**src/rtl/wdma_pkg.sv**
```systemverilog
package wdma_pkg;
  localparam int WORD_W     = 32;
  localparam int STEP_BYTES = 4;

  // register indices; the order is fixed because software strides through it
  localparam logic [2:0] RI_SRC  = 3'd0;
  localparam logic [2:0] RI_DST  = 3'd1;
  localparam logic [2:0] RI_TOT  = 3'd2;
  localparam logic [2:0] RI_CNT  = 3'd3;
  localparam logic [2:0] RI_GAP  = 3'd4;
  localparam logic [2:0] RI_FILL = 3'd5;
  localparam logic [2:0] RI_CTL  = 3'd6;

  // control word bit positions
  localparam int CB_EN  = 31;
  localparam int CB_IRQ = 30;
  localparam int CB_REP = 29;
  localparam int CB_IMM = 28;
  localparam int CB_SRL = 15;
  localparam int CB_DRL = 12;

  typedef enum logic [1:0] {
    AM_INC  = 2'd0,
    AM_DEC  = 2'd1,
    AM_FIX  = 2'd2,
    AM_FILL = 2'd3
  } amode_e;

  typedef enum logic [2:0] {
    ST_IDLE,
    ST_WAIT,
    ST_RD,
    ST_RDW,
    ST_WR,
    ST_GAP
  } st_e;
endpackage

```
**src/rtl/wdma_regs.sv**
```systemverilog
module wdma_regs
  import wdma_pkg::*;
#(
  parameter int W = WORD_W
) (
  input  logic         clk,
  input  logic         rst,
  input  logic         we,
  input  logic [2:0]   addr,
  input  logic [W-1:0] wdata,
  input  logic         hw_clr,
  output logic [W-1:0] src_q,
  output logic [W-1:0] dst_q,
  output logic [W-1:0] tot_q,
  output logic [W-1:0] cnt_q,
  output logic [W-1:0] gap_q,
  output logic [W-1:0] fill_q,
  output logic [W-1:0] ctl_q,
  output logic [W-1:0] rdata
);
  logic lock;
  assign lock = ctl_q[CB_EN];

  always_ff @(posedge clk) begin
    if (rst) begin
      src_q  <= '0;
      dst_q  <= '0;
      tot_q  <= '0;
      cnt_q  <= '0;
      gap_q  <= '0;
      fill_q <= '0;
      ctl_q  <= '0;
    end else begin
      if (we && !lock) begin
        case (addr)
          RI_SRC:  src_q  <= wdata;
          RI_DST:  dst_q  <= wdata;
          RI_TOT:  tot_q  <= wdata;
          RI_CNT:  cnt_q  <= wdata;
          RI_GAP:  gap_q  <= wdata;
          RI_FILL: fill_q <= wdata;
          RI_CTL:  ctl_q  <= wdata;
          default: ;
        endcase
      end
      if (hw_clr) ctl_q[CB_EN] <= 1'b0;
    end
  end

  always_ff @(posedge clk) begin
    if (rst) begin
      rdata <= '0;
    end else begin
      case (addr)
        RI_SRC:  rdata <= src_q;
        RI_DST:  rdata <= dst_q;
        RI_TOT:  rdata <= tot_q;
        RI_CNT:  rdata <= cnt_q;
        RI_GAP:  rdata <= gap_q;
        RI_FILL: rdata <= fill_q;
        RI_CTL:  rdata <= ctl_q;
        default: rdata <= '0;
      endcase
    end
  end
endmodule

```
**src/rtl/wdma_step.sv**
```systemverilog
module wdma_step
  import wdma_pkg::*;
#(
  parameter int W    = WORD_W,
  parameter int STEP = STEP_BYTES
) (
  input  logic         clk,
  input  logic         rst,
  input  logic         load,
  input  logic [W-1:0] load_val,
  input  logic         adv,
  input  logic [1:0]   mode,
  output logic [W-1:0] addr
);
  always_ff @(posedge clk) begin
    if (rst) begin
      addr <= '0;
    end else if (load) begin
      addr <= load_val;
    end else if (adv) begin
      case (mode)
        AM_INC:  addr <= addr + W'(STEP);
        AM_DEC:  addr <= addr - W'(STEP);
        default: addr <= addr;
      endcase
    end
  end
endmodule

```
**src/rtl/wdma_gap.sv**
```systemverilog
module wdma_gap #(
  parameter int IVW = 16,
  parameter int CW  = IVW + 6
) (
  input  logic           clk,
  input  logic           rst,
  input  logic           arm,
  input  logic [IVW-1:0] ival,
  input  logic [1:0]     psel,
  output logic           len_zero,
  output logic           last
);
  logic [CW-1:0] len;
  logic [CW-1:0] cnt;

  // prescale of 1, 4, 16 or 64 is a left shift by 0, 2, 4 or 6
  assign len      = CW'(ival) << {psel, 1'b0};
  assign len_zero = (len == '0);
  assign last     = (cnt == CW'(1));

  always_ff @(posedge clk) begin
    if (rst)              cnt <= '0;
    else if (arm)         cnt <= len;
    else if (cnt != '0)   cnt <= cnt - CW'(1);
  end
endmodule

```
**src/rtl/wdma_chan.sv**
```systemverilog
module wdma_chan
  import wdma_pkg::*;
#(
  parameter int W     = WORD_W,
  parameter int NTRIG = 16,
  parameter int IVW   = 16
) (
  input  logic             clk,
  input  logic             rst,
  input  logic             reg_we,
  input  logic [2:0]       reg_addr,
  input  logic [W-1:0]     reg_wdata,
  output logic [W-1:0]     reg_rdata,
  input  logic [NTRIG-1:0] trig_in,
  output logic             mem_req_valid,
  output logic             mem_req_write,
  output logic [W-1:0]     mem_req_addr,
  output logic [W-1:0]     mem_req_wdata,
  input  logic             mem_req_ready,
  input  logic             mem_rsp_valid,
  input  logic [W-1:0]     mem_rsp_data,
  output logic             irq
);
  localparam int BW = 16;  // holds 2^15, the largest block

  logic [W-1:0] src_q, dst_q, tot_q, cnt_q, gap_q, fill_q, ctl_q;
  logic         done_c;

  wdma_regs #(.W(W)) u_regs (
    .clk(clk), .rst(rst), .we(reg_we), .addr(reg_addr), .wdata(reg_wdata),
    .hw_clr(done_c),
    .src_q(src_q), .dst_q(dst_q), .tot_q(tot_q), .cnt_q(cnt_q),
    .gap_q(gap_q), .fill_q(fill_q), .ctl_q(ctl_q), .rdata(reg_rdata)
  );

  // control fields
  logic [1:0] dmode, smode;
  logic [3:0] bexp, tcode;
  logic       imm, rep, irq_en, srl, drl, fill;
  assign dmode  = ctl_q[11:10];
  assign smode  = ctl_q[14:13];
  assign bexp   = ctl_q[19:16];
  assign tcode  = ctl_q[27:24];
  assign imm    = ctl_q[CB_IMM];
  assign rep    = ctl_q[CB_REP];
  assign irq_en = ctl_q[CB_IRQ];
  assign srl    = ctl_q[CB_SRL];
  assign drl    = ctl_q[CB_DRL];
  assign fill   = (smode == AM_FILL);

  logic [15:0] trig_pad;
  logic        trig_hit;
  assign trig_pad = 16'(trig_in);
  assign trig_hit = trig_pad[tcode];

  st_e          st;
  st_e          first_st;
  logic [W-1:0] tot_left, trg_left, rd_buf;
  logic [BW-1:0] blk_left, blk_size;
  logic         launch, wdone, last_trg, last_blk, last_tot, finish;
  logic         gap_arm, gap_zero, gap_last;
  logic [W-1:0] src_a, dst_a;

  assign first_st = fill ? ST_WR : ST_RD;
  assign blk_size = BW'(1) << bexp;
  assign launch   = (st == ST_IDLE) && ctl_q[CB_EN];
  assign wdone    = (st == ST_WR) && mem_req_ready;
  assign last_trg = (trg_left == W'(1));
  assign last_blk = (blk_left == BW'(1));
  assign last_tot = (tot_left == W'(1));
  assign finish   = !rep && (imm ? last_trg : last_tot);
  assign done_c   = wdone && finish;
  assign gap_arm  = wdone && !finish && !last_trg && last_blk;

  wdma_step #(.W(W)) u_src (
    .clk(clk), .rst(rst),
    .load(launch || (wdone && !finish && last_trg && srl)),
    .load_val(src_q), .adv(wdone && !fill), .mode(smode), .addr(src_a)
  );

  wdma_step #(.W(W)) u_dst (
    .clk(clk), .rst(rst),
    .load(launch || (wdone && !finish && last_trg && drl)),
    .load_val(dst_q), .adv(wdone), .mode(dmode), .addr(dst_a)
  );

  wdma_gap #(.IVW(IVW)) u_gap (
    .clk(clk), .rst(rst), .arm(gap_arm),
    .ival(gap_q[IVW-1:0]), .psel(gap_q[17:16]),
    .len_zero(gap_zero), .last(gap_last)
  );

  always_ff @(posedge clk) begin
    if (rst) begin
      st       <= ST_IDLE;
      tot_left <= '0;
      trg_left <= '0;
      blk_left <= '0;
      rd_buf   <= '0;
      irq      <= 1'b0;
    end else begin
      irq <= done_c && irq_en;
      case (st)
        ST_IDLE: if (launch) begin
          tot_left <= tot_q;
          trg_left <= cnt_q;
          blk_left <= blk_size;
          st       <= imm ? first_st : ST_WAIT;
        end
        ST_WAIT: if (trig_hit) st <= first_st;
        ST_RD:   if (mem_req_ready) st <= ST_RDW;
        ST_RDW:  if (mem_rsp_valid) begin
          rd_buf <= mem_rsp_data;
          st     <= ST_WR;
        end
        ST_WR: if (mem_req_ready) begin
          tot_left <= tot_left - W'(1);
          if (finish) begin
            st <= ST_IDLE;
          end else if (last_trg) begin
            trg_left <= cnt_q;
            blk_left <= blk_size;
            st       <= imm ? first_st : ST_WAIT;
          end else begin
            trg_left <= trg_left - W'(1);
            if (last_blk) begin
              blk_left <= blk_size;
              st       <= gap_zero ? first_st : ST_GAP;
            end else begin
              blk_left <= blk_left - BW'(1);
              st       <= first_st;
            end
          end
        end
        ST_GAP:  if (gap_last) st <= first_st;
        default: st <= ST_IDLE;
      endcase
    end
  end

  assign mem_req_valid = (st == ST_RD) || (st == ST_WR);
  assign mem_req_write = (st == ST_WR);
  assign mem_req_addr  = (st == ST_WR) ? dst_a : src_a;
  assign mem_req_wdata = fill ? fill_q : rd_buf;
endmodule

```
**config.mk**
```make
export PLATFORM = sky130hd
export DESIGN_NAME = wdma_chan
export DESIGN_NICKNAME = d
export VERILOG_FILES = /design/src/rtl/wdma_pkg.sv /design/src/rtl/wdma_regs.sv /design/src/rtl/wdma_step.sv /design/src/rtl/wdma_gap.sv /design/src/rtl/wdma_chan.sv
export SDC_FILE = /design/constraint.sdc
export NUM_CORES = 1
export LEC_CHECK = 0
export BUFFER_PORTS_ARGS = -buffer_cell sky130_fd_sc_hd__buf_2
export CAP_MARGIN = 30
export CORE_MARGIN = 10
export CORE_UTILIZATION = 50
export CTS_CLUSTER_DIAMETER = 60
export CTS_CLUSTER_SIZE = 40
export DETAILED_ROUTE_END_ITERATION = 12
export GPL_TIMING_DRIVEN = 0
export PLACE_DENSITY = 0.68
export SETUP_SLACK_MARGIN = 0.02
export SLEW_MARGIN = 5
export SYNTH_ARGS = -nofsm -noshare
export SYNTH_HDL_FRONTEND = slang
export SYNTH_SLANG_ARGS = --single-unit
```
**constraint.sdc**
```tcl
create_clock -name clk -period 4.54 [get_ports clk]
set_clock_uncertainty 0.05 [all_clocks]
set_input_delay 0.227 -clock clk [delete_from_list [all_inputs] [get_ports clk]]
set_output_delay 0.227 -clock clk [all_outputs]
set_load 0.005 [all_outputs]
```
==> results.ini <==
[die]
rows = 81
core_area_um2 = 49200
die_x_um = 243
die_height_um = 243
dieArea_um2 = 59300
ios = 187
start_util = 0.508

[global_routing]
grt.total_usage = 0.365
grt_pass1_wl_um = 166000
grt_pass1_vias = 25300
grt_overflow_total = 0
antenna_found_initial = 2
grt_max_degree = 24

[synth]
synth_area_leaders = dfxtp_1, nand2_1, a21oi_1, nor2_1, o21ai_0
synth_ff_type = dfxtp_1
syn_area_per_cell_um2 = 7.47
netlist_area_um2 = 25000
synth_nets = 3495
syn_inst = 3341
yosysMostFrequentCell = nand2_1
ys_warn_count = 0
synth_cell_types = 90
synth-seq-cells = 458
synth_top_cell_area_share = 0.367
synth.yosys.seq_area_share = 0.367
synth_common_cells = nand2_1, dfxtp_1, a21oi_1
async_reset_ff_frac = 0
synth_top_area_cell = dfxtp_1
synth_enable_flop_cells = 0

[final_layout]
design_area_um2 = 29000
syn_to_final_growth_pct = 16.4
drive_gt1_frac = 0.112
final_nets = 3796

[sta]
max_freq_ghz = 0.227
setup_tns_ns = 0
report.final.slew_viol_count = 0
slew_headroom = 0.240
min_period_over_period = 0.969
tightest_slew_ns = 1.14
setup_slack_ns = 0.140
finalHoldViolCount = 0
rsz0062_at_grt = no
min_period_ns = 4.40
setup_violations = 0

[routing]
dr.first_iter.drc_count = 3743
wirelength_um = 114000
drtAntennaViolNets = 0
wl_per_cell_um = 26.2
drc = 0
via_count = 27800
drt_pre_antenna_iters = 9
via_per_inst = 6.40

[power_and_ir_drop]
pwr-share-comb = 0.163
internal_power_w = 0.00673
leakagePower_nw = 11.1
swShare = 0.324
p_seq_frac = 0.436
switching_power_w = 0.00322
p_per_area_nw_per_um2 = 343
vdd.ir_drop.worst_uv = 333
total_power_w = 0.00995
clkPwrFrac = 0.401

[worst_setup_path]
crit_fanout = 16
path_buf_inv = 2
crit_path_start_kind = flop
criticalPathCategory = reg -> reg
cp_cell_sequence = nand2b_2 -> clkinvlp_4 -> buf_16 -> ha_1 -> nor2b_1 -> o31ai_1 -> a2bb2oi_1 -> a221o_1 -> a311oi_4 -> o21ai_0 -> and3_1 -> or3_1 -> a21oi_1
r2r_start = u_regs.ctl_q[11]
worstPathRequired_ns = 5.03
max_stage_delay_ns = 0.59
r2r_cells = 13
slowest_stage = dfxtp_1
cp.arrival_ns = 4.89
crit_family = compound AO/OA/AOI/OAI gates
rr_endpoint = u_dst.addr[28]
ff2ff_setup_slack_ns = 0.14
crit_path_end_kind = flop

[clocking]
insertion_delay_ns = 0.62
cts_tree = yes
path_clk_slew_ns = 0.09
cts.path.max_buffers = 3
cts.sinks = 458
htree_levels = 2
clockRootBuffer = clkbuf_16
cts_buffers = 41

[status]
status = finished clean

[placed_design]
dpl.hpwl_um = 86300
placed_cell_area_um2 = 26800
gp_congestion = 1.04
numPortBuffers = 185
pre_cts_slack_ns = -0.107

[hold_path]
min_to = u_regs.fill_q[19]
min_path_cells = 3
hold_path_class = in -> reg
holdCritStartpoint = reg_wdata[19]

[run]
cap_violations = 0

stage by stage:
stage,utilization,std cells,hold slack [ns]
floorplan,-,3341,0.313
global placement,0.544,4190,0.389
detailed placement,0.546,4197,0.395
CTS,0.590,4336,0.00563
global route,0.591,4339,0.0345
finish,0.591,4341,0.0473
kinds of logic (layout without fill, tap and decap cells):
group | after synthesis | after routing | synth area share
XOR/XNOR | 58 | 58 | 0.0204
other | 0 | 2 | 0
buffers and inverters | 267 | 601 | 0.0428
flip-flops | 458 | 458 | 0.367
AND/OR/NAND/NOR | 1431 | 1431 | 0.247
AO/OA/AOI/OAI | 928 | 928 | 0.222
adder cells (fa/ha/maj) | 66 | 66 | 0.0337
multiplexers | 133 | 133 | 0.0673
flip-flops by register name, summed over array words and instances (netlist names):
signal	count
rd_buf	32
tot_left	32
blk_left	16
u_regs.gap_q	32
u_dst.addr	32
trg_left	32
u_regs.rdata	32
u_regs.dst_q	32
irq	1
u_regs.ctl_q	32
st	3
u_regs.fill_q	32
u_regs.src_q	32
u_src.addr	32
u_gap.cnt	22
u_regs.cnt_q	32
u_regs.tot_q	32
area by class of cell:
type	instances	area (um^2)
Inverter	35	135
Antenna cell	2	5.00
Fill cell	4576	20100
Multi-Input combinational cell	2616	14700
Buffer	232	936
Timing Repair Buffer	258	1720
Clock inverter	33	437
Clock buffer	43	1080
Tap cell	664	831
Sequential cell	458	9170
layer usage:
layer	vias to the layer above	part of all wire	GRT usage
li1	12400	-	-
met1	13200	0.41	0.507
met2	1903	0.41	0.525
met3	309	0.14	0.0973
met4	4	0.044	0.149
met5	-	0.00013	0
tightest hold or removal path: stages:
cell     delay, ns
buf_2         0.26
nand2_1       0.12
a21oi_1       0.06
cell usage in the layout, fill, tap and decap left out, drive strengths merged, types with 43 or more instances in the layout:
master / synthesis / routed
a211oi: 53 / 53
a21oi: 451 / 451
buf: 50 / 246
clkbuf: 182 / 225
dfxtp: 458 / 458
dlygate4sd3: 0 / 62
ha: 64 / 64
inv: 34 / 54
mux2: 49 / 49
mux2i: 61 / 61
nand2: 858 / 858
nand3: 43 / 43
nor2: 251 / 251
nor3: 105 / 105
o21ai: 181 / 181
power groups by stage:
| stage | sequential [W] | clock, W | combinational [W] |
|---|---|---|---|
| 2_1_floorplan | 0.00435 | 0 | 0.00103 |
| 3_3_place_gp | 0.00441 | 0 | 0.00147 |
| 3_5_place_dp | 0.00442 | 0 | 0.00151 |
| 4_1_cts | 0.00432 | 0.00398 | 0.00157 |
| 5_1_grt | 0.00435 | 0.00414 | 0.00174 |
| 6_report | 0.00434 | 0.00399 | 0.00163 |
how the worst max path moves through the flow:
| stage | from | endpoint | slack, ns | depth (start not counted) |
|---|---|---|---|---|
| after floorplan | u_regs.ctl_q[11] | u_dst.addr[28] | 0.86 | 12 |
| after global placement | u_regs.ctl_q[10] | u_dst.addr[28] | -0.31 | 12 |
| after detailed placement | u_regs.ctl_q[11] | u_dst.addr[28] | -0.11 | 13 |
| after CTS | u_regs.ctl_q[11] | u_dst.addr[28] | 0.06 | 13 |
| after global routing | u_regs.ctl_q[11] | u_dst.addr[28] | 0.02 | 13 |
| final | u_regs.ctl_q[11] | u_dst.addr[28] | 0.14 | 13 |
timing repair:
| action | CTS | global route |
|---|---|---|
| setup buffers | 1 | 0 |
| hold endpoints to repair | 222 | 0 |
| endpoints found under the setup margin | 5 | 6 |
| pin swaps | 0 | 0 |
| gates resized for setup | 1 | 3 |
| hold buffers | 62 | 0 |
(Power assumes the default switching activity.)
